$ cat config.mk
export PLATFORM = sky130hd
export DESIGN_NAME = step_enable_gen
export DESIGN_NICKNAME = d
export VERILOG_FILES = /design/src/rtl/stepgen_pkg.sv /design/src/rtl/step_sync.sv /design/src/rtl/step_datapath.sv /design/src/rtl/step_control.sv /design/src/rtl/step_enable_gen.sv
export SDC_FILE = /design/constraint.sdc
export NUM_CORES = 1
export LEC_CHECK = 0
export ABC_AREA = 1
export CAP_MARGIN = 25
export CORE_ASPECT_RATIO = 1.25
export CORE_MARGIN = 3
export CORE_UTILIZATION = 30
export DETAILED_ROUTE_END_ITERATION = 8
export PLACE_DENSITY = 0.42
export SYNTH_ARGS = -nofsm -noshare
export SYNTH_HDL_FRONTEND = slang
export SYNTH_HIERARCHICAL = 1
export SYNTH_SLANG_ARGS = --single-unit
export TNS_END_PERCENT = 1
$ cat constraint.sdc
create_clock -name clk -period 2.8 [get_ports clk]
set_input_delay 0.28 -clock clk [delete_from_list [all_inputs] [get_ports clk]]
set_output_delay 0.28 -clock clk [all_outputs]
set_load 0.02 [all_outputs]
$ cat src/rtl/stepgen_pkg.sv
package stepgen_pkg;

  // Events the datapath hands to the mode/enable control each cycle
  typedef struct packed {
    logic pressEdge;  // one-cycle strobe on an accepted press
    logic runSel;     // synchronized mode switch, 1 = run
  } dpEvents_t;

  function automatic int cntWidth(input int limit);
    return (limit > 1) ? $clog2(limit) : 1;
  endfunction

endpackage

$ cat src/rtl/step_sync.sv
module step_sync #(
  parameter int WIDTH  = 1,
  parameter int STAGES = 2
) (
  input  logic             clk,
  input  logic             rstN,
  input  logic [WIDTH-1:0] dIn,
  output logic [WIDTH-1:0] dOut
);

  generate
    if (STAGES <= 1) begin : g_single
      logic [WIDTH-1:0] stageQ;
      always_ff @(posedge clk or negedge rstN) begin
        if (!rstN) stageQ <= '0;
        else       stageQ <= dIn;
      end
      assign dOut = stageQ;
    end else begin : g_chain
      logic [STAGES-1:0][WIDTH-1:0] stageQ;
      always_ff @(posedge clk or negedge rstN) begin
        if (!rstN) stageQ <= '0;
        else       stageQ <= {stageQ[STAGES-2:0], dIn};
      end
      assign dOut = stageQ[STAGES-1];
    end
  endgenerate

endmodule

$ cat src/rtl/step_datapath.sv
module step_datapath
  import stepgen_pkg::*;
#(
  parameter int DEBOUNCE_CYCLES = 40000,
  parameter int SYNC_STAGES     = 2
) (
  input  logic      clk,
  input  logic      rstN,
  input  logic      buttonRaw,
  input  logic      runSwitchRaw,
  output dpEvents_t events
);

  localparam int               CNT_W    = cntWidth(DEBOUNCE_CYCLES);
  localparam logic [CNT_W-1:0] CNT_LAST = CNT_W'(DEBOUNCE_CYCLES - 1);

  logic [1:0]       syncQ;
  logic             btnSync;
  logic             runSync;
  logic [CNT_W-1:0] stableCnt;
  logic             btnStable;
  logic             btnStablePrev;

  step_sync #(.WIDTH(2), .STAGES(SYNC_STAGES)) u_sync (
    .clk  (clk),
    .rstN (rstN),
    .dIn  ({runSwitchRaw, buttonRaw}),
    .dOut (syncQ)
  );

  assign btnSync = syncQ[0];
  assign runSync = syncQ[1];

  // Debounce: a new level must persist for DEBOUNCE_CYCLES clocks
  always_ff @(posedge clk or negedge rstN) begin
    if (!rstN) begin
      stableCnt     <= '0;
      btnStable     <= 1'b0;
      btnStablePrev <= 1'b0;
    end else begin
      btnStablePrev <= btnStable;
      if (btnSync != btnStable) begin
        if (stableCnt == CNT_LAST) begin
          btnStable <= btnSync;
          stableCnt <= '0;
        end else begin
          stableCnt <= stableCnt + 1'b1;
        end
      end else begin
        stableCnt <= '0;
      end
    end
  end

  assign events.pressEdge = btnStable & ~btnStablePrev;
  assign events.runSel    = runSync;

  // accepted level moves only once the stability window is full
  a_r5_accept_after_window: assert property (@(posedge clk) disable iff (!rstN)
    !$stable(btnStable) |-> ($past(stableCnt) == CNT_LAST));

  // the press strobe never lasts two cycles
  a_r4_edge_one_cycle: assert property (@(posedge clk) disable iff (!rstN)
    events.pressEdge |=> !events.pressEdge);

endmodule

$ cat src/rtl/step_control.sv
module step_control
  import stepgen_pkg::*;
(
  input  logic      clk,
  input  logic      rstN,
  input  dpEvents_t events,
  output logic      cpuEnable
);

  logic modeRun;     // 1 = run, 0 = step
  logic enReg;
  logic stepActive;  // a step pulse is on the output this cycle
  logic modeNext;
  logic enNext;

  always_comb begin
    stepActive = ~modeRun & enReg;
    modeNext   = stepActive ? modeRun : events.runSel;
    enNext     = modeNext | events.pressEdge;
  end

  always_ff @(posedge clk or negedge rstN) begin
    if (!rstN) begin
      modeRun <= 1'b0;
      enReg   <= 1'b0;
    end else begin
      modeRun <= modeNext;
      enReg   <= enNext;
    end
  end

  assign cpuEnable = enReg;

  // enable is low whenever reset is held
  a_r1_reset_low: assert property (@(posedge clk) !rstN |-> !enReg);

  // a step pulse lasts one clock only
  a_r3_pulse_one_cycle: assert property (@(posedge clk) disable iff (!rstN)
    (!modeRun && enReg) |=> !enReg);

  // no mode change at the edge that ends a step pulse
  a_r7_mode_frozen: assert property (@(posedge clk) disable iff (!rstN)
    (!modeRun && enReg) |=> !modeRun);

endmodule

$ cat src/rtl/step_enable_gen.sv
module step_enable_gen
  import stepgen_pkg::*;
#(
  parameter int CLK_HZ          = 2_000_000,
  parameter int DEBOUNCE_MS     = 20,
  parameter int DEBOUNCE_CYCLES = (CLK_HZ / 1000) * DEBOUNCE_MS,
  parameter int SYNC_STAGES     = 2
) (
  input  logic clk,
  input  logic rstN,
  input  logic buttonRaw,
  input  logic runSwitch,
  output logic cpuEnable
);

  dpEvents_t events;

  step_datapath #(
    .DEBOUNCE_CYCLES (DEBOUNCE_CYCLES),
    .SYNC_STAGES     (SYNC_STAGES)
  ) u_datapath (
    .clk          (clk),
    .rstN         (rstN),
    .buttonRaw    (buttonRaw),
    .runSwitchRaw (runSwitch),
    .events       (events)
  );

  step_control u_control (
    .clk       (clk),
    .rstN      (rstN),
    .events    (events),
    .cpuEnable (cpuEnable)
  );

endmodule

==> Word-level counts from Yosys, hierarchy flattened <==
Cells that the tools add are included.
{ "classes": {"addsub": 1, "eq_ne": 2, "mux": 3, "bitwise": 5, "reduce_logical": 1} }
{ "ops": {"columns": ["cell", "n"], "rows": [
  ["$mux 16", 2],
  ["$add 16x1->16 const B", 1],
  ["$eq 16x16->1 const B", 1],
  ["$and 1x1->1", 2],
  ["$not 1->1", 2],
  ["$reduce_and 2->1", 1],
  ["$mux 1", 1],
  ["$ne 1x1->1", 1],
  ["$or 1x1->1", 1]
]} }
{ "word_totals": {"regBits": 24, "in_bits": 4, "out_inout_bits": 1, "word_cells": 19} }

==> Depth between registers and ports, before layout <==
Gate-level depths: netlist of the first run.
{ "depth": {"depth_word": 4, "depth_mapped": 8} }

==> Modules after synthesis <==
The synthesis of the first run kept the hierarchy.
{ "by_module_without_submodules": {"columns": ["mod", "instances", "cells_each", "area_per_inst_um2"], "rows": [
  ["step_datapath", 1, 119, 1001.0],
  ["step_sync", 1, 6, 115.1],
  ["step_control", 1, 8, 72.6]
]} }

==> Worst setup path after synthesis of the first run <==
Ideal clock, no wire load.
{ "synth_path": {"path_type": "register to register", "from": "reg u_datapath.stableCnt[0]", "to": "reg u_datapath.stableCnt[5]", "setup_ns": 0.120, "t_arrival_ns": 1.095, "required_time_ns": 2.680, "setup_slack_ns": 1.585, "path_stages_with_launch": 7, "n_path_buf": 0, "period_less_slack_ns": 1.215, "cell_sequence": "dfrtp_1 > ha_1 > nand3_2 > nor2_4 > nand3_2 > nand2_4 > nor2_1"} }
{ "synth_between": {"elab_chain_len": 3, "word_cells_on_any_way": 4, "cone_classes": "add/sub: 1; eq/ne: 1; mux: 2"} }
{ "synth_lines": {"columns": ["item", "line", "text"], "rows": [
  ["start, declared", "step_datapath.sv:20", "logic [CNT_W-1:0] stableCnt;"],
  ["start signal, assigned", "step_datapath.sv:47", "stableCnt <= stableCnt + 1'b1;"],
  ["$add 16x1->16 / $eq 16x16->1 (equally long branches)", "step_datapath.sv:47, step_datapath.sv:43", null],
  ["$mux 16 *", "step_datapath.sv:43", "if (stableCnt == CNT_LAST) begin"],
  ["$mux 16 *", "step_datapath.sv:42", "if (btnSync != btnStable) begin"]
]} }
Every way passes the cells marked *; elsewhere a longest branch is shown, timed or not.
A chain may end at the register's enable or synchronous reset.

==> Worst setup path in the final report of the first run <==
{ "layout_path": {"from": "reg u_control.enReg, in the netlist u_control/cpuEnable", "to": "out cpuEnable"} }
{ "layout_lines": {"columns": ["item", "line", "text"], "rows": [
  ["start, declared", "step_control.sv:11", "logic enReg;"],
  ["start signal, assigned", "step_control.sv:28", "enReg <= enNext;"],
  ["end, declared", "step_enable_gen.sv:13", "output logic cpuEnable"]
]} }
No word-level cell between the ends.

==> metrics.csv, run 1 <==
stage,metric,value,unit
cts,htreeDepth,1,
floorplanning,dieArea,4760,um2
finish,antenna_cells,0,
global_route,grt_max_degree,25,
min_path,min_to,u_datapath/u_sync/dOut[1],
min_path,whs_path_depth,0,
detailed_routing,drt_iter0_drc,11,
logic_synthesis,syn_inst,133,
floorplanning,rows,24,
sta,clock-skew-final,1.60,ps
global_route,grt_pass1_vias,834,
logic_synthesis,ys_seq_area_share,50.5,%
cts,cts.sinks,24,
detailed_routing,via_per_inst,4.31,
setup_path,cp.arrival,1230,ps
pwr,power_density,512,nW/um2
detailed_routing,drcViolationCount,0,
min_path,hold_class,flip-flop to flip-flop,
sta,finalCritPeriodShare,53.8,%
logic_synthesis,synthArstFlopShare,100,%
setup_path,cp_cell_sequence,clkdlybuf4s50_1,
sta,rsz0062_at_grt,false,
sta,slew_headroom,73.1,%
sta,drv_slew,0,
global_route,grt_pass1_wl,3780,um
detailed_routing,drtAntennaViolNets,0,
placed_design,port_buffers,4,
logic_synthesis,synth_common_cells,"nand2_1 (29), dfrtp_1 (24), nor2_1 (22)",
global_route,grt_usage,10.1,%
run_status,status,completed,
floorplanning,start_util,32.7,%
setup_path,path_buf_inv,1,
floorplanning,fp.dieW,62.3,um
logic_synthesis,yosysWarningCount,6,
pwr,p_leak,0.000615,uW
detailed_routing,wl_per_cell,11.1,um
cts,cts.repair.resized,0,
min_path,min_from,u_datapath/u_sync/g_chain.stageQ[1],
setup_path,end_kind,primary output,
sta,max_freq,664,MHz
floorplanning,coreArea,3630,um2
global_route,antenna_found_initial,0,
setup_path,critPathKind,flip-flop to primary output,
cts,cts_tree,built,
sta,min_period,1510,ps
floorplanning,io_pins,5,
cts,postCtsSetupBuffers,0,
logic_synthesis,syn_area,1190,um2
detailed_routing,dr_total_vias,827,
logic_synthesis,synth_most_common_cell,nand2_1,
finish,fin_nets,146,
flow_run,max-cap-violations,0,
sta,hold_viol_final,0,
setup_path,r2r-start,u_datapath/stableCnt[0],
setup_path,startpoint_type,flip-flop,
logic_synthesis,synth_seq_cells,24,
floorplanning,die_h,76.4,um
cts,ctsHoldBuffers,0,
cts,cts_buffers,3,
logic_synthesis,synth.top_cell.area_share,50.5,%
logic_synthesis,synth_cell_type_count,24,
placed_design,routabilityCongestion,0.734,
pwr,vdd_ir_drop_max,260,uV
setup_path,max_stage_delay,610,ps
detailed_routing,routed_wl,2120,um
cts,cts_root_buf,clkbuf_8,
setup_path,r2r_slack,1450,ps
cts,path_clk_slew,80,ps
detailed_routing,firstDrtPassIters,4,
cts,cts_buffer_depth,2,
global_route,grt_overflow,0,
sta,worst_slew_pin_slew,401,ps
sta,finalSetupTns,0,ps
setup_path,critPathTopFamily,buffers and inverters,
logic_synthesis,syn_nets,138,
placed_design,dp_hpwl,1570,um
finish,nFillCells,380,
setup_path,rr_worst_depth,8,
logic_synthesis,syn_area_per_cell,8.94,um2
pwr,total_power,695,uW
logic_synthesis,synth_top_area_cell,dfrtp_1,
setup_path,crit_path_max_fanout,2,
setup_path,r2r_end,u_datapath/stableCnt[10],
sta,setup_violations,0,
logic_synthesis,yosys-top-cells-area,"dfrtp_1 (51%), nand2_1 (9.2%), nor2_1 (6.9%)",
logic_synthesis,synth-main-ff-cell,dfrtp_1,
setup_path,worstPathRequired,2520,ps
setup_path,cpMaxStageDelayCell,clkdlybuf4s50_1,
finish,syn_to_final_growth,14.2,%
finish,layout-drive-gt1-share,17.9,%
cts,clk_latency,260,ps
logic_synthesis,synth-edff-count,0,
-- state kept, by name (all words and copies together) (netlist names) --
| register | count |
|---|---|
| u_datapath/stableCnt | 16 |
| u_datapath/u_sync/dOut | 2 |
| u_datapath/u_sync/g_chain.stageQ | 2 |
| u_control/cpuEnable | 1 |
| u_control/modeRun | 1 |
| u_datapath/btnStable | 1 |
| u_datapath/btnStablePrev | 1 |
-- per-stage QoR --
stage | setup slack (ps) | area, um2 | util [%] | instances | hold WS (ps)
after floorplan | 1580 | 1190 | - | 133 | -15.6
after global placement | 1470 | 1290 | 35.4 | 188 | 333
after detailed placement | 1430 | 1290 | 35.4 | 188 | 343
after CTS | 1270 | 1360 | 37.4 | 192 | 364
after global routing | 1250 | 1360 | 37.4 | 192 | 380
final | 1290 | 1360 | 37.4 | 192 | 361
-- cell families after synthesis --
logic type	after synthesis	share of synthesized area (%)
and+or+nand+nor	76	32.1
xor gates and xnor gates	7	5.79
buffers and inverters	17	6.00
DFF	24	50.5
AOI/OAI and AO/OA	8	4.53
adders and majority gates	1	1.05
-- layer usage --
metal  part of all wire, %  up-vias  global-route usage [%]
met5                     0        -                       0
met3                   2.2        2                    1.92
met4                  0.99        0                    4.64
met2                    52        8                    17.3
met1                    45      394                    12.2
li1                      -      423                       -
-- cell usage in the layout (no fill, tap or decap), types with 3 or more instances in the layout --
cell type	n
nand4_1	4
clkdlybuf4s50_1	4
nor2_1	22
nand3_1	5
nand2_1	29
dfrtp_1	24
clkbuf_8	3
nor2_2	6
inv_2	3
inv_1	12
xor2_1	4
nand2_4	3
-- worst max path at each step --
| stage | startpoint | to | slack, ps | depth (start not counted) |
|---|---|---|---|---|
| 2_1_floorplan | u_datapath/stableCnt[0] | u_datapath/stableCnt[5] | 1580 | 6 |
| 3_3_place_gp | u_datapath/stableCnt[0] | u_datapath/stableCnt[12] | 1470 | 8 |
| 3_5_place_dp | u_datapath/stableCnt[0] | u_datapath/stableCnt[1] | 1430 | 6 |
| 4_1_cts | u_control/cpuEnable | cpuEnable | 1270 | 1 |
| 5_1_grt | u_control/cpuEnable | cpuEnable | 1250 | 1 |
| 6_report | u_control/cpuEnable | cpuEnable | 1290 | 1 |
-- report_power, final --
group	internal (uW)	switching (uW)	total, uW
logic	12.5	19.4	31.9
registers	355	5.62	360
clock network	191	112	303
total	558	137	695
-- area by class of cell --
class / instances / area (um2) / area share, %
multi-input combinational: 92 / 517 / 38.1
timing repair buffer: 5 / 47.5 / 3.50
clock inverter: 1 / 30.0 / 2.21
inverter: 15 / 56.3 / 4.15
tap: 52 / 65.1 / 4.79
sequential: 24 / 601 / 44.2
clock buffer: 3 / 41.3 / 3.04
No activity file was read; power rests on OpenSTA's default activity.
==> inputs of run 2 (changes only) <==
PLACE_DENSITY = 0.44   (was 0.42)
clock period = 1.3 ns   (was 2.8 ns; I/O delays follow)
==> metrics.csv, run 2 (synthesized netlist as in run 1, its figures left out) <==
stage,metric,value,unit
run_status,status,completed,
floorplanning,die_h,76.4,um
cts,cts_root_buf,clkbuf_8,
sta,hold_viol_final,0,
finish,largest-register,u_datapath/stableCnt,
cts,cts.sinks,24,
finish,final_cell_mix,"nand2_1 (28), dfrtp_1 (24), nor2_1 (18)",
pwr,p_comb_share,5.5,%
setup_path,rr_worst_depth,6,
sta,max_freq,772,MHz
finish,largest_reg_flops,16,
flow_run,max-cap-violations,0,
detailed_routing,dr_total_vias,828,
setup_path,cp_cell_sequence,"ha_2, nand3_4, nor2_4, buf_4, xor2_1, nor2_1",
detailed_routing,routed_wl,2190,um
min_path,hold_class,input port to async pin,
setup_path,critPathKind,flip-flop to flip-flop,
sta,min_period,1300,ps
sta,layout_setup_ws,4.65,ps
floorplanning,rows,24,
pwr,power_switching,299,uW
sta,rsz0062_at_grt,true,
pwr,clock_power_share,43.1,%
cts,cts_buffers,3,
setup_path,r2r_slack,5,ps
sta,drv_slew,0,
floorplanning,coreArea,3630,um2
cts,cts_buffer_depth,2,
global_route,grt_pass1_wl,3780,um
finish,layout-drive-gt1-share,27.5,%
finish,final_util,40.7,%
sta,worst_slew_pin_slew,307,ps
sta,setup_violations,0,
pwr,power_density,1020,nW/um2
setup_path,path_buf_inv,1,
finish,antenna_cells,0,
placed_design,dp_slack,-31.5,ps
setup_path,crit_path_max_fanout,3,
pwr,pwr-share-seq,51.4,%
sta,clock-skew-final,4.80,ps
global_route,grt_pass1_vias,843,
placed_design,routabilityCongestion,0.739,
floorplanning,io_pins,5,
setup_path,r2r-start,u_datapath/stableCnt[1],
floorplanning,dieArea,4760,um2
sta,worst_hold_slack,223,ps
cts,path_clk_slew,90,ps
sta,slew_headroom,79.4,%
floorplanning,fp.dieW,62.3,um
finish,fin_nets,155,
pwr,vdd_ir_drop_max,458,uV
cts,cts_tree,built,
detailed_routing,drtAntennaViolNets,0,
pwr,p_int,1210,uW
pwr,p_leak,0.000687,uW
placed_design,port_buffers,4,
setup_path,cp.arrival,1450,ps
global_route,grt_overflow,0,
cts,htreeDepth,1,
setup_path,startpoint_type,flip-flop,
detailed_routing,firstDrtPassIters,4,
sta,finalCritPeriodShare,99.6,%
setup_path,end_kind,flip-flop,
floorplanning,start_util,32.7,%
detailed_routing,drt_iter0_drc,24,
global_route,antenna_found_initial,0,
detailed_routing,wl_per_cell,10.9,um
detailed_routing,via_per_inst,4.12,
pwr,switching_share,19.8,%
setup_path,max_stage_delay,380,ps
placed_design,dp_hpwl,1600,um
finish,syn_to_final_growth,24.4,%
global_route,grt_usage,9.87,%
setup_path,r2r_end,u_datapath/stableCnt[6],
global_route,grt_max_degree,25,
cts,clk_latency,260,ps
setup_path,cpMaxStageDelayCell,dfrtp_1,
pwr,total_power,1510,uW
finish,final_common_cell,nand2_1,
detailed_routing,drcViolationCount,0,
setup_path,critPathTopFamily,flip-flops,
setup_path,worstPathRequired,1460,ps
==> run 2: changes by cell type in the layout (fill, tap and decap cells not counted), sizes merged <==
cell           change
buf                +8
dlygate4sd2        +1
clkdlybuf4s50      -1
nand2              +1
==> run 2: per-layer routing <==
metal  wire length (um)  GRT usage, %  vias up  part of all wire, %
met5                  0             0        -                    0
met4                 14          3.31        0                 0.64
met3                 33          1.92        2                  1.5
met2               1100          16.3        3                   50
met1               1030          12.9      382                   47
li1                   -             -      441                    -
==> run 2: worst max path at each step <==
stage	startpoint	to	cells past startpoint
floorplan	u_datapath/stableCnt[0]	u_datapath/stableCnt[5]	6
global placement	u_datapath/stableCnt[1]	u_datapath/stableCnt[10]	8
detailed placement	u_datapath/stableCnt[1]	u_datapath/stableCnt[10]	8
CTS	u_datapath/stableCnt[9]	u_datapath/stableCnt[5]	6
global route	u_datapath/stableCnt[1]	u_datapath/stableCnt[6]	6
finish	u_datapath/stableCnt[1]	u_datapath/stableCnt[6]	6
==> run 2: metrics by stage <==
| step | TNS (ps) | cells | instance area [um2] |
|---|---|---|---|
| after floorplan | 0 | 133 | 1190 |
| after global placement | -8.83 | 193 | 1320 |
| after detailed placement | -53.9 | 193 | 1320 |
| after CTS | 0 | 197 | 1400 |
| after global routing | -423 | 201 | 1480 |
| final | 0 | 201 | 1480 |
==> run 2: area by class of cell <==
type	count	area [um2]
fillers	362	2150
clock buffers	3	41.3
multi-input cells	93	579
well taps	52	65.1
clock inverters	1	30.0
repair buffers	13	106
flip-flops and latches	24	601
inverters	15	56.3
==> run 2: timing repair <==
item | CTS | global route
hold buffers | 0 | 0
resized for setup | 3 | 10
buffers inserted | 0 | 3
cloned | 0 | 1
hold endpoints to repair | 0 | 0
setup endpoints to repair | 7 | 12
pin swaps | 0 | 4
==> run 2: power groups by stage <==
stage               registers (uW)  clock network [uW]  logic [uW]
floorplan                      791                   0        35.0
global placement               789                   0        73.7
CTS                            775                 670        73.3
global route                   780                 702        93.6
finish                         777                 651        83.1
detailed placement             790                   0        73.9
==> inputs of run 3 (changes only) <==
CORE_ASPECT_RATIO = default   (was 1.25)
==> metrics.csv, run 3 (synthesized netlist as in run 1, its figures left out) <==
stage,metric,value,unit
cts,cts_buffers,3,
sta,setup_violations,0,
finish,fin_nets,154,
global_route,grt_pass1_wl,3680,um
cts,htreeDepth,1,
global_route,antenna_found_initial,0,
setup_path,worstPathRequired,1460,ps
setup_path,startpoint,u_datapath/stableCnt[1],
cts,cts_tree,built,
finish,final_common_cell,nand2_1,
detailed_routing,met2_length,1040,um
detailed_routing,wl_per_cell,11.2,um
sta,clock-skew-final,8.76,ps
detailed_routing,via_per_inst,4.35,
setup_path,critPathKind,flip-flop to flip-flop,
setup_path,max_stage_delay,400,ps
finish,final_cell_mix,"nand2_1 (28), dfrtp_1 (23), nor2_1 (17)",
detailed_routing,routed_wl,2200,um
setup_path,cp_cell_sequence,"ha_4, nand3_4, nor2_4, buf_4, xor2_1, nor2_1",
cts,cts_root_buf,clkbuf_8,
sta,drv_slew,0,
pwr,power_density,1010,nW/um2
detailed_routing,drt-met1-wl,1050,um
run_status,status,completed,
pwr,clock_power_share,42.4,%
finish,syn_to_final_growth,24.9,%
setup_path,r2r-start,u_datapath/stableCnt[1],
sta,hold_viol_final,0,
setup_path,setup.worst_path.end,u_datapath/stableCnt[6],
sta,min_period,1280,ps
floorplanning,rows,22,
pwr,vdd_ir_drop_max,1120,uV
setup_path,startpoint_type,flip-flop,
detailed_routing,drcViolationCount,0,
cts,cts_buffer_depth,2,
placed_design,port_buffers,4,
sta,slew_headroom,80.1,%
setup_path,critPathTopFamily,flip-flops,
setup_path,rr_worst_depth,6,
setup_path,crit_cells,6,
global_route,grt_usage,10.6,%
cts,cts.sinks,24,
setup_path,path_buf_inv,1,
sta,max_freq,784,MHz
detailed_routing,firstDrtPassIters,4,
setup_path,crit_path_max_fanout,4,
pwr,switching_share,19.3,%
global_route,grt_pass1_vias,796,
detailed_routing,top_layer,met4,
detailed_routing,drtAntennaViolNets,0,
min_path,hold_class,input port to async pin,
sta,finalCritPeriodShare,98.1,%
flow_run,max-cap-violations,0,
global_route,grt_overflow,0,
finish,largest-register,u_datapath/stableCnt,
sta,finalSetupTns,0,ps
pwr,p_int,1210,uW
setup_path,r2r_end,u_datapath/stableCnt[6],
floorplanning,dieArea,4750,um2
global_route,grt_max_degree,25,
detailed_routing,drt_iter0_drc,31,
pwr,p_comb_share,5.8,%
setup_path,end_kind,flip-flop,
detailed_routing,route.met3.wl,89,um
pwr,pwr-share-seq,51.8,%
floorplanning,start_util,31.8,%
sta,layout_setup_ws,24.5,ps
pwr,power_switching,291,uW
finish,largest_reg_flops,16,
cts,clk_latency,260,ps
placed_design,routabilityCongestion,0.783,
placed_design,dp_slack,-12.0,ps
finish,antenna_cells,0,
floorplanning,io_pins,5,
setup_path,cp.arrival,1440,ps
sta,worst_slew_pin_slew,299,ps
pwr,p_leak,0.000665,uW
finish,final_util,39.7,%
floorplanning,fp.dieW,68.9,um
finish,layout-drive-gt1-share,28.4,%
cts,path_clk_slew,90,ps
detailed_routing,dr_total_vias,852,
sta,worst_hold_slack,218,ps
placed_design,dp_hpwl,1530,um
floorplanning,coreArea,3740,um2
setup_path,cpMaxStageDelayCell,dfrtp_1,
floorplanning,die_h,68.9,um
sta,rsz0062_at_grt,true,
setup_path,r2r_slack,20,ps
==> run 3: cell types whose count changed in the layout (fill, tap and decap cells not counted), sizes merged <==
cell	previous run	this run
buf	9	8
==> run 3: cell type report <==
cell class	instances	area (um2)
Tap cell	48	60.1
Clock buffer	3	41.3
Sequential cell	24	602
Multi-Input combinational cell	93	597
Inverter	15	56.3
Clock inverter	1	30.0
Fill cell	395	2260
Timing Repair Buffer	12	98.8
==> run 3: worst min path at each step <==
stage | from | to | slack, ps | depth (start not counted)
after floorplan | rstN | u_control/cpuEnable | -170 | 0
after global placement | u_datapath/u_sync/g_chain.stageQ[0] | u_datapath/u_sync/dOut[0] | 340 | 0
after detailed placement | u_datapath/u_sync/g_chain.stageQ[1] | u_datapath/u_sync/dOut[1] | 340 | 0
after CTS | rstN | u_datapath/stableCnt[10] | 220 | 2
after global routing | rstN | u_datapath/btnStable | 250 | 2
final | rstN | u_datapath/btnStable | 220 | 2
==> run 3: metrics by stage <==
step,std cells,cell area [um2],power [uW]
floorplan,133,1190,826
global placement,188,1310,867
detailed placement,188,1310,867
CTS,192,1400,1530
global route,196,1490,1570
finish,196,1490,1500
==> run 3: power by group through the flow <==
stage / Clock, uW / Sequential [uW] / Combinational [uW]
after floorplan: 0 / 791 / 35.0
after global placement: 0 / 790 / 76.8
after detailed placement: 0 / 791 / 76.4
after CTS: 669 / 779 / 78.4
after global routing: 687 / 782 / 101
final: 638 / 779 / 87.4
==> run 3: timing repair <==
| item | in CTS | in global routing |
|---|---|---|
| hold buffers | 0 | 0 |
| setup endpoints to repair | 9 | 11 |
| resized for setup | 4 | 13 |
| gates cloned | 0 | 1 |
| endpoints found under the hold margin | 0 | 0 |
| pin swaps | 0 | 6 |
| setup buffers | 0 | 3 |
==> run 3: layer usage <==
layer / GRT usage, % / vias to the layer above
li1: - / 441
met1: 13.8 / 395
met4: 3.65 / 0
met3: 2.92 / 2
met5: 0 / -
met2: 17.0 / 14
==> run 3: worst register-to-register path, delay by kind of cell (launching register included) <==
family	cells	cell delay, ps
flops	1	400
simple gates	3	340
fa+ha+maj	1	170
buf+inv	1	140
xor+xnor	1	140
